$ cat config.mk
export PLATFORM = sky130hd
export DESIGN_NAME = elastic_pipe_buffer
export DESIGN_NICKNAME = d
export VERILOG_FILES = /design/src/rtl/elastic_pkg.sv /design/src/rtl/eb_data_stage.sv /design/src/rtl/eb_ctrl_stage.sv /design/src/rtl/elastic_pipe_buffer.sv
export SDC_FILE = /design/constraint.sdc
export NUM_CORES = 1
export LEC_CHECK = 0
export BUFFER_PORTS_ARGS = -buffer_cell sky130_fd_sc_hd__buf_2
export CORE_ASPECT_RATIO = 2
export CORE_MARGIN = 1.5
export CORE_UTILIZATION = 51
export CTS_CLUSTER_DIAMETER = 200
export DETAILED_ROUTE_END_ITERATION = 7
export HOLD_SLACK_MARGIN = 0.06
export MAX_ROUTING_LAYER = met4
export PLACE_DENSITY = 0.77
export REMOVE_ABC_BUFFERS = 1
export SYNTH_ARGS = -nofsm -noshare
export SYNTH_HDL_FRONTEND = slang
export SYNTH_SLANG_ARGS = --single-unit
$ cat constraint.sdc
create_clock -name clk -period 1.85 [get_ports clk]
set_clock_uncertainty 0.05 [all_clocks]
set_input_delay 0 -clock clk [delete_from_list [all_inputs] [get_ports clk]]
set_output_delay 0 -clock clk [all_outputs]
set_load 0.03 [all_outputs]
$ cat src/rtl/elastic_pkg.sv
package elastic_pkg;

    parameter int unsigned EB_DATA_W_DEF = 16;

    // Source chosen by the control stage output mux
    typedef enum logic {
        SRC_PASS = 1'b0,
        SRC_SIDE = 1'b1
    } eb_src_e;

endpackage

$ cat src/rtl/eb_data_stage.sv
module eb_data_stage #(
    parameter int unsigned W = elastic_pkg::EB_DATA_W_DEF
) (
    input  logic         clk,
    input  logic         rst_n,
    input  logic         in_valid,
    input  logic [W-1:0] in_data,
    output logic         in_ready,
    output logic         out_valid,
    output logic [W-1:0] out_data,
    input  logic         out_ready
);

    typedef struct packed {
        logic         vld;
        logic [W-1:0] dat;
    } dstate_t;

    dstate_t st_d, st_q;
    logic    load_en;

    always_comb begin
        st_d    = st_q;
        load_en = out_ready | ~st_q.vld;
        if (load_en) begin
            st_d.vld = in_valid;
            if (in_valid) begin
                st_d.dat = in_data;
            end
        end
    end

    always_ff @(posedge clk or negedge rst_n) begin
        if (!rst_n) begin
            st_q <= '0;
        end else begin
            st_q <= st_d;
        end
    end

    assign in_ready  = load_en;
    assign out_valid = st_q.vld;
    assign out_data  = st_q.dat;


    load_chk: assert property (@(posedge clk) disable iff (!rst_n)
        (in_valid && in_ready) |=> (out_valid && out_data == $past(in_data)));


    dhold_chk: assert property (@(posedge clk) disable iff (!rst_n)
        (out_valid && !out_ready) |=> (out_valid && $stable(out_data)));

endmodule

$ cat src/rtl/eb_ctrl_stage.sv
module eb_ctrl_stage #(
    parameter int unsigned W = elastic_pkg::EB_DATA_W_DEF
) (
    input  logic         clk,
    input  logic         rst_n,
    input  logic         in_valid,
    input  logic [W-1:0] in_data,
    output logic         in_ready,
    output logic         out_valid,
    output logic [W-1:0] out_data,
    input  logic         out_ready
);

    import elastic_pkg::*;

    typedef struct packed {
        logic         full;
        logic [W-1:0] dat;
    } cstate_t;

    cstate_t st_d, st_q;
    eb_src_e src_sel;

    always_comb begin
        st_d = st_q;
        if (st_q.full) begin
            // side token has priority; it leaves when downstream takes it
            if (out_ready) begin
                st_d.full = 1'b0;
            end
        end else if (in_valid && !out_ready) begin
            // in-flight token accepted upstream but refused downstream
            st_d.full = 1'b1;
            st_d.dat  = in_data;
        end
    end

    always_ff @(posedge clk or negedge rst_n) begin
        if (!rst_n) begin
            st_q <= '0;
        end else begin
            st_q <= st_d;
        end
    end

    assign src_sel   = st_q.full ? SRC_SIDE : SRC_PASS;
    assign in_ready  = ~st_q.full;
    assign out_valid = (src_sel == SRC_SIDE) ? 1'b1 : in_valid;
    assign out_data  = (src_sel == SRC_SIDE) ? st_q.dat : in_data;


    side_capture_chk: assert property (@(posedge clk) disable iff (!rst_n)
        $rose(st_q.full) |-> $past(in_valid && !out_ready));


    side_drain_chk: assert property (@(posedge clk) disable iff (!rst_n)
        (st_q.full && out_ready) |=> !st_q.full);


    side_first_chk: assert property (@(posedge clk) disable iff (!rst_n)
        (st_q.full && !out_ready) |=> (out_valid && out_data == $past(st_q.dat)));

endmodule

$ cat src/rtl/elastic_pipe_buffer.sv
module elastic_pipe_buffer #(
    parameter int unsigned DATA_W = elastic_pkg::EB_DATA_W_DEF
) (
    input  logic              clk,
    input  logic              rst_n,
    input  logic              s_valid,
    input  logic [DATA_W-1:0] s_data,
    output logic              s_ready,
    output logic              m_valid,
    output logic [DATA_W-1:0] m_data,
    input  logic              m_ready
);

    logic              mid_valid;
    logic [DATA_W-1:0] mid_data;
    logic              mid_ready;

    eb_data_stage #(.W(DATA_W)) u_dstage (
        .clk       (clk),
        .rst_n     (rst_n),
        .in_valid  (s_valid),
        .in_data   (s_data),
        .in_ready  (s_ready),
        .out_valid (mid_valid),
        .out_data  (mid_data),
        .out_ready (mid_ready)
    );

    eb_ctrl_stage #(.W(DATA_W)) u_cstage (
        .clk       (clk),
        .rst_n     (rst_n),
        .in_valid  (mid_valid),
        .in_data   (mid_data),
        .in_ready  (mid_ready),
        .out_valid (m_valid),
        .out_data  (m_data),
        .out_ready (m_ready)
    );


    out_hold_chk: assert property (@(posedge clk) disable iff (!rst_n)
        (m_valid && !m_ready) |=> (m_valid && $stable(m_data)));


    no_overflow_chk: assert property (@(posedge clk) disable iff (!rst_n)
        (m_valid && !m_ready && !s_ready) |=> !s_ready);

endmodule

# == Word level (Yosys, flattened, before mapping) ==
# Index checks and enable logic that the tools add are counted.
# Widths: inputs -> output; s select.
# totals
regBits,34
inputBits,20
output_inout_bits,18
# classes
n_mux,6
n_bitwise,3
reduce_logical,4
# op_table
operator,count
$mux 17,1
$mux 16,1
$mux 1,4
$reduce_and 2->1,2
$not 1->1,2
$logic_and 1x1->1,1
$logic_not 1->1,1
$or 1x1->1,1

# == Longest topological paths before layout ==
# Gate-level depths: netlist of run 1.
# depth
word_depth,4
mapped_depth,4
mapped_depth_nobuf,2

# == Cells and area by module ==
# A second synthesis of run 1 with hierarchy kept.
# hier_totals
hier_cells,93
hier_area_um2,1544.0
# by_module_without_submodules
module,n_inst,cells_each,area_per_inst_um2
eb_ctrl_stage,1,56,848.3
eb_data_stage,1,37,695.7

# == Worst setup path before layout of run 1 ==
# No wires, ideal clock.
# synth_timing
path_type,flip-flop to flip-flop
startpoint,register u_cstage.st_q[16] (netlist name)
endpoint,register u_dstage.st_q (netlist bit u_dstage.out_data[0])
setup_ns,0.125
arrival_ns,1.276
setup_slack_ns,0.400
path_stages_with_launch,5
path_buffers,2
path_cell_list,dfrtp_1 -> buf_4 -> a21boi_4 -> buf_6 -> mux2_2
# synth_between
elab_chain_len,3
# synth_rtl
item,line_no,rtl
"start, declared",eb_ctrl_stage.sv:21,"cstate_t st_d, st_q;"
"start signal, assigned",eb_ctrl_stage.sv:42,st_q <= st_d;
$not 1->1,eb_ctrl_stage.sv:47,assign in_ready = ~st_q.full;
$or 1x1->1,eb_data_stage.sv:24,load_en = out_ready | ~st_q.vld;
$reduce_and 2->1 (no source line),-,
"end signal, assigned",eb_data_stage.sv:37,st_q <= st_d;
"end, declared",eb_data_stage.sv:19,"dstate_t st_d, st_q;"
# Every way passes these cells.
# A chain may end at the register's enable or synchronous reset.

# == Final worst setup path of run 1 ==
# layout_timing
startpoint,register u_cstage.st_q[16] (netlist name)
endpoint,output m_data[13]
# layout_between
elab_chain_len,2
# layout_rtl
item,line_no,rtl
$mux 1,eb_ctrl_stage.sv:46,assign src_sel = st_q.full ? SRC_SIDE : SRC_PASS;
$mux 16,eb_ctrl_stage.sv:49,assign out_data = (src_sel == SRC_SIDE) ? st_q.dat : in_data;
"end, declared",elastic_pipe_buffer.sv:10,"output logic [DATA_W-1:0] m_data,"
# Every way passes these cells.

==> results of run 1 <==
## cells in the mapped netlist
master    number  area, sq um
nand2_1        1        3.750
buf_8          1        15.01
buf_2          1        5.000
or2_2          1        6.260
nor2b_1        1        6.260
nand2b_1       1        6.260
nor3b_4        1        18.77
dfrtp_1       34        850.8
mux2_2        48        540.5
buf_6          1        11.26
buf_4          1        7.510
a21boi_4       1        18.77
## area by class of cell
cell class	instances	area (sq um)	area share
tap	29	36.28	0.01801
clock buffer	5	68.82	0.03416
multi-input combinational	54	600.6	0.2981
sequential	34	850.8	0.4224
timing repair buffer	60	417.9	0.2075
clock inverter	3	40.04	0.01988
## through the flow
stage | total power [mW] | setup slack [ps] | std cells | cell area [sq um] | utilization
2_1_floorplan | 1.456 | 69.71 | 88 | 1451 | -
3_3_place_gp | 1.611 | 445.3 | 158 | 1715 | 0.6192
3_5_place_dp | 1.641 | 399.8 | 158 | 1715 | 0.6192
4_1_cts | 2.338 | 102.6 | 185 | 2014 | 0.7272
5_1_grt | 2.446 | 22.64 | 185 | 2014 | 0.7272
6_report | 2.310 | 128.9 | 185 | 2014 | 0.7272
## final timing paths
check | slack [ps] | startpoint | endpoint | cells past startpoint
min in group clk | 400 | s_valid | u_dstage.out_valid | 3
hold reg to reg | 460 | u_cstage.st_q[15] | u_cstage.st_q[15] | 1
setup reg to reg | 390 | u_cstage.st_q[16] | u_dstage.out_data[5] | 3
setup / recovery | 130 | u_cstage.st_q[16] | m_data[13] | 3
hold / removal | 270 | rst_n | u_cstage.st_q[8] | 2
max in group asynchronous | 1010 | rst_n | u_cstage.st_q[14] | 2
## sequential cells by signal, summed over array words and instances (netlist names)
name,flops
u_cstage.st_q,17
u_dstage.out_data,16
u_dstage.out_valid,1
## worst max-delay path, stage by stage (launching register included)
cell and delay [ps]:
dfrtp_1 530, buf_4 310, mux2_2 370, buf_2 180
## power groups by stage
stage / sequential [mW] / clock (mW) / combinational [mW]
final: 0.998 / 0.660 / 0.652
after global routing: 1.03 / 0.720 / 0.700
after CTS: 1.00 / 0.678 / 0.661
after detailed placement: 1.01 / 0 / 0.627
after global placement: 0.999 / 0 / 0.612
after floorplan: 0.988 / 0 / 0.468
## layer usage
layer | wire length (um) | global-route usage | share of wire
met1 | 1071 | 0.2245 | 0.39
met2 | 1519 | 0.3438 | 0.55
met3 | 103 | 0.05850 | 0.037
met4 | 59 | 0.08710 | 0.021
met5 | 0 | - | 0
## cell families (layout without fill, tap and decap cells)
family                 Yosys count  in the layout
buffers and inverters            4             68
and+or+nand+nor                  5              5
DFF                             34             34
muxes                           48             48
AOI/OAI and AO/OA                1              1
==> summary.txt, run 1 <==
Clock network
  – Post-CTS sizing: 0
  – CTS tree: done
  – CTS clk-pin slew, worst paths: 70 ps
  – Num CTS Buffers: 5
  – H-tree levels: 2
  – Clk_lat worst skew: 280 ps
  – Clock tree buffer depth: 2
  – Hold_buf cts: 19
  – Post-CTS Setup Bufs: 0
  – Number of clock sinks: 34
  – CTS root buf: clkbuf_8

Synth
  – Netlist Area Pre-Place: approximately 1500 sq um
  – Mux contribution to synthesized area: 0.3627
  – Complex-gate fraction of the synthesized area: 0.01259
  – Synth Instances: 92
  – Post-synth cell types: 12
  – Adder-cell share of the synthesized area: 0
  – Yosys warnings: 0
  – Post-Syn Area per Cell: 16.20 sq um
  – Largest family of logic cells by synthesized area: multiplexers
  – Yosys reg bits: 34
  – Seq/Total Area, Yosys: 0.5709
  – Xor/xnor share of the synthesized area: 0
  – Simple-gate share of the synthesized area: 0.02771

STA
  – RSZ-0062 raised after global routing: no
  – Worst slew pin tran: 726.3 ps
  – Setup TNS: 0 ps
  – Slew Limit Fails: 0
  – FMAX: 581.0 MHz
  – Relative slew slack: 0.5158
  – Min cycle time layout: ~1700 ps
  – Hold slack: about 270 ps
  – Crit share post-route: 0.9303
  – # setup viols final: 0
  – Final Hold Viols: 0

Floorplan
  – Die Wd: 41.22 um
  – Core Area: around 2800 sq um
  – Initial Utilization: 0.5379
  – Total I/O pin count: 38
  – Full die area: 3275 sq um
  – Row cnt: 27
  – Die H: 79.45 um

Placed design
  – PortBufs: 37
  – Routability cong.: 0.6798
  – Post-DP HPWL: 1808 um

GRT
  – Initial antenna violation count: 0
  – Vias in the first global route: 1020
  – First-pass GRT wire length: 4498 um
  – Grt total ovfl: 0
  – GRT Overall Usage: 0.2104
  – Largest net degree at the start of global routing: 35

Pwr
  – Sequential Power Share: 0.432
  – Leak: 0.9119 nW
  – Switch share: 0.2975
  – P_sw: around 0.7 mW
  – Pwr dens: around 1100 nW/um^2
  – Logic pwr share: 0.282
  – Maximum vdd ir drop: 0.7545 mV
  – Power share of the clock group: 0.286
  – Internal: 1.623 mW

Setup path
  – Worst endpoint required time: 1800 ps
  – Worst-path fanout max: 15
  – CP Capture Type: output pin
  – WP data arrival: ~1700 ps
  – CP Launch Type: register
  – WS Path Type: reg2out

Flow run
  – Max_cap viols: 0

Drt
  – Total length of routed wires: 2754 um
  – Wirelength per Cell: 14.89 um
  – Routed vias/inst: 5.168
  – Antenna Nets Post-Route: 0
  – Vias: 956
  – DRC violations left: 0
  – Iteration-0 DRC Markers: 10
  – Drt first pass iters: 3

Hold path
  – Hold Path Class: in2async

Layout
  – Area delta synth->final: 35.18%
  – Layout cells sized above 1: 0.6410
  – Antenna cells: 0
  – Layout Nets: 175
  – Most common cell after layout, fill and taps aside: mux2_2
  – Fillers: 208
  – Most frequent cells in the layout: 48 x mux2_2, 37 x buf_2, 34 x dfrtp_1, 19 x dlygate4sd3_1, 5 x clkbuf_8

Status
  – Status: completed
Note: power is estimated with default switching activity, not from simulation.
==> inputs of run 2 (changes only) <==
==> constraint.sdc (replaced) <==
create_clock -name clk -period 1.85 [get_ports clk]
set_clock_uncertainty 0.05 [all_clocks]
set_input_delay 0.185 -clock clk [delete_from_list [all_inputs] [get_ports clk]]
set_output_delay 0.185 -clock clk [all_outputs]
set_load 0.03 [all_outputs]
==> summary.txt, run 2 (synthesis results as in run 1) <==
Drt
  – DRC violations left: 0 (unchanged)
  – Iteration-0 DRC Markers: 12 (+2)
  – Antenna Nets Post-Route: 0 (unchanged)
  – Vias: 893 (-6.6%)
  – Routed vias/inst: 5.347 (+3.5%)
  – Wirelength per Cell: 15.59 um (+4.7%)
  – Drt first pass iters: 2 (-1)
  – Total length of routed wires: 2603 um (-5.5%)

Clock network
  – CTS clk-pin slew, worst paths: 60 ps (about the same)
  – CTS tree: done
  – Clock tree buffer depth: 2 (unchanged)
  – Clk_lat worst skew: 280 ps (about the same)
  – Post-CTS Setup Bufs: 0 (unchanged)
  – Number of clock sinks: 34 (unchanged)
  – Num CTS Buffers: 5 (unchanged)
  – CTS root buf: clkbuf_8
  – H-tree levels: 2 (unchanged)

Floorplan
  – Total I/O pin count: 38 (unchanged)
  – Initial Utilization: 0.5379 (unchanged)
  – Die H: 79.45 um (unchanged)
  – Row cnt: 27 (unchanged)
  – Core Area: 2770 sq um (unchanged)
  – Die Wd: 41.22 um (unchanged)
  – Full die area: 3275 sq um (unchanged)

Pwr
  – Leak: 0.8243 nW (-9.6%)
  – Pwr dens: 1165 nW/um^2 (+1.6%)
  – Maximum vdd ir drop: 0.6614 mV (-12%)

GRT
  – Grt total ovfl: 0 (unchanged)
  – Largest net degree at the start of global routing: 35 (unchanged)
  – Vias in the first global route: 933 (-8.5%)
  – GRT Overall Usage: 0.2001 (-0.01033)
  – Initial antenna violation count: 0 (unchanged)
  – First-pass GRT wire length: 4215 um (-6.3%)

STA
  – Min cycle time layout: 1736 ps (+15.20 ps)
  – Crit share post-route: 0.9385 (+0.008214)
  – Hold slack: 62.62 ps (-206.2 ps)
  – # setup viols final: 0 (unchanged)
  – Slew Limit Fails: 0 (unchanged)
  – FMAX: 575.9 MHz (-0.88%)
  – Relative slew slack: 0.5083 (-0.007436)
  – Final Hold Viols: 0 (unchanged)
  – RSZ-0062 raised after global routing: no
  – Worst slew pin tran: 737.5 ps (+11.15 ps)
  – Setup TNS: 0 ps (unchanged)

Setup path
  – CP Launch Type: register
  – CP endpoint: m_data[3]
  – Internal reg-to-reg setup slack: 380 ps (about the same)
  – Worst endpoint required time: 1620 ps (-180 ps)
  – Worst-path fanout max: 12 (-3)
  – CP cell instances: buf_12 -> mux2_2 -> buf_2
  – R2R cell count: 3 (unchanged)
  – Slowest cell delay on critical path: 520 ps (about the same)
  – WS Path Type: reg2out
  – Origin of the critical flop-to-flop path: u_cstage.st_q[16]
  – Crit. Startpoint: u_cstage.st_q[16]
  – WP data arrival: 1500 ps (-170 ps)
  – Reg2reg end: u_dstage.out_data[5]
  – CP Capture Type: output pin
  – CP max-delay cell: dfrtp_2

Flow run
  – Max_cap viols: 0 (unchanged)

Hold path
  – Hold depth: 2
  – Hold Path Class: in2reg

Placed design
  – PortBufs: 37 (unchanged)
  – Routability cong.: 0.6607 (-2.8%)
  – Placed Cells: 158 (unchanged)
  – Post-DP HPWL: 1896 um (+4.9%)

Layout
  – Layout Nets: 158 (-9.7%)
  – Most frequent cells in the layout: 48 x mux2_2, 37 x buf_2, 33 x dfrtp_1, 5 x clkbuf_8
  – Most common cell after layout, fill and taps aside: mux2_2
  – Non-Filler Instances: 167 (-9.7%)
  – Area delta synth->final: 22.50%
  – Layout cells sized above 1: 0.7101 (+0.06912)
  – Max FFs per register: 17 (unchanged)
  – Antenna cells: 0 (unchanged)
  – Finished Core Util: 0.6590 (-0.06820)
  – Most flops, register: u_cstage.st_q

Status
  – Status: completed
## run 2: cell types whose count changed in the layout (fill, tap and decap cells not counted), sizes merged
cell         change
dlygate4sd3     -17
clkbuf           +2
clkinv           -2
bufinv           -1
## run 2: worst min path at each step
stage	startpoint	endpoint	slack (ps)
6_report	s_valid	u_dstage.out_valid	60
5_1_grt	s_valid	u_dstage.out_valid	70
4_1_cts	s_valid	u_dstage.out_valid	60
3_5_place_dp	rst_n	u_dstage.out_data[1]	240
3_3_place_gp	rst_n	u_cstage.st_q[1]	220
2_1_floorplan	rst_n	u_cstage.st_q[0]	-160
## run 2: where the power goes
part           switching (mW)  leakage [nW]  internal [mW]
Combinational           0.324         0.389          0.300
Clock                   0.238        0.0383          0.258
Sequential             0.0978         0.397          0.908
Total                   0.660         0.824           1.47
## run 2: critical path, delay by kind of cell, from the launching register on
family / cells / cell delay [ps]
flip-flops: 1 / 520
multiplexers: 1 / 340
buffers and inverters: 2 / 360
## run 2: area by class of cell
class,instances,area (sq um)
clock buffers,7,76.32
multi-input cells,54,600.6
well taps,29,36.28
fillers,226,944.7
flip-flops and latches,34,852.1
repair buffers,43,260.3
## run 2: metrics by stage
step | cell area, sq um | worst slack, ps | total power, mW
floorplan | 1451 | 69.71 | 1.456
global placement | 1728 | 313.5 | 1.620
detailed placement | 1728 | 277.3 | 1.651
CTS | 1826 | 99.18 | 2.154
global route | 1826 | 65.22 | 2.248
finish | 1826 | 113.7 | 2.127
## run 2: layer usage
metal / GRT usage / part of all wire / wire (um)
met1: 0.2057 / 0.36 / 933
met2: 0.3141 / 0.56 / 1460
met3: 0.07799 / 0.057 / 148
met4: 0.09677 / 0.023 / 61
met5: - / 0 / 0
## run 2: what timing repair did
item                       4_1_cts  5_1_grt
hold buffers                     2        0
gates resized for setup          1        0
hold endpoints to repair        35        0
setup endpoints to repair       12        0
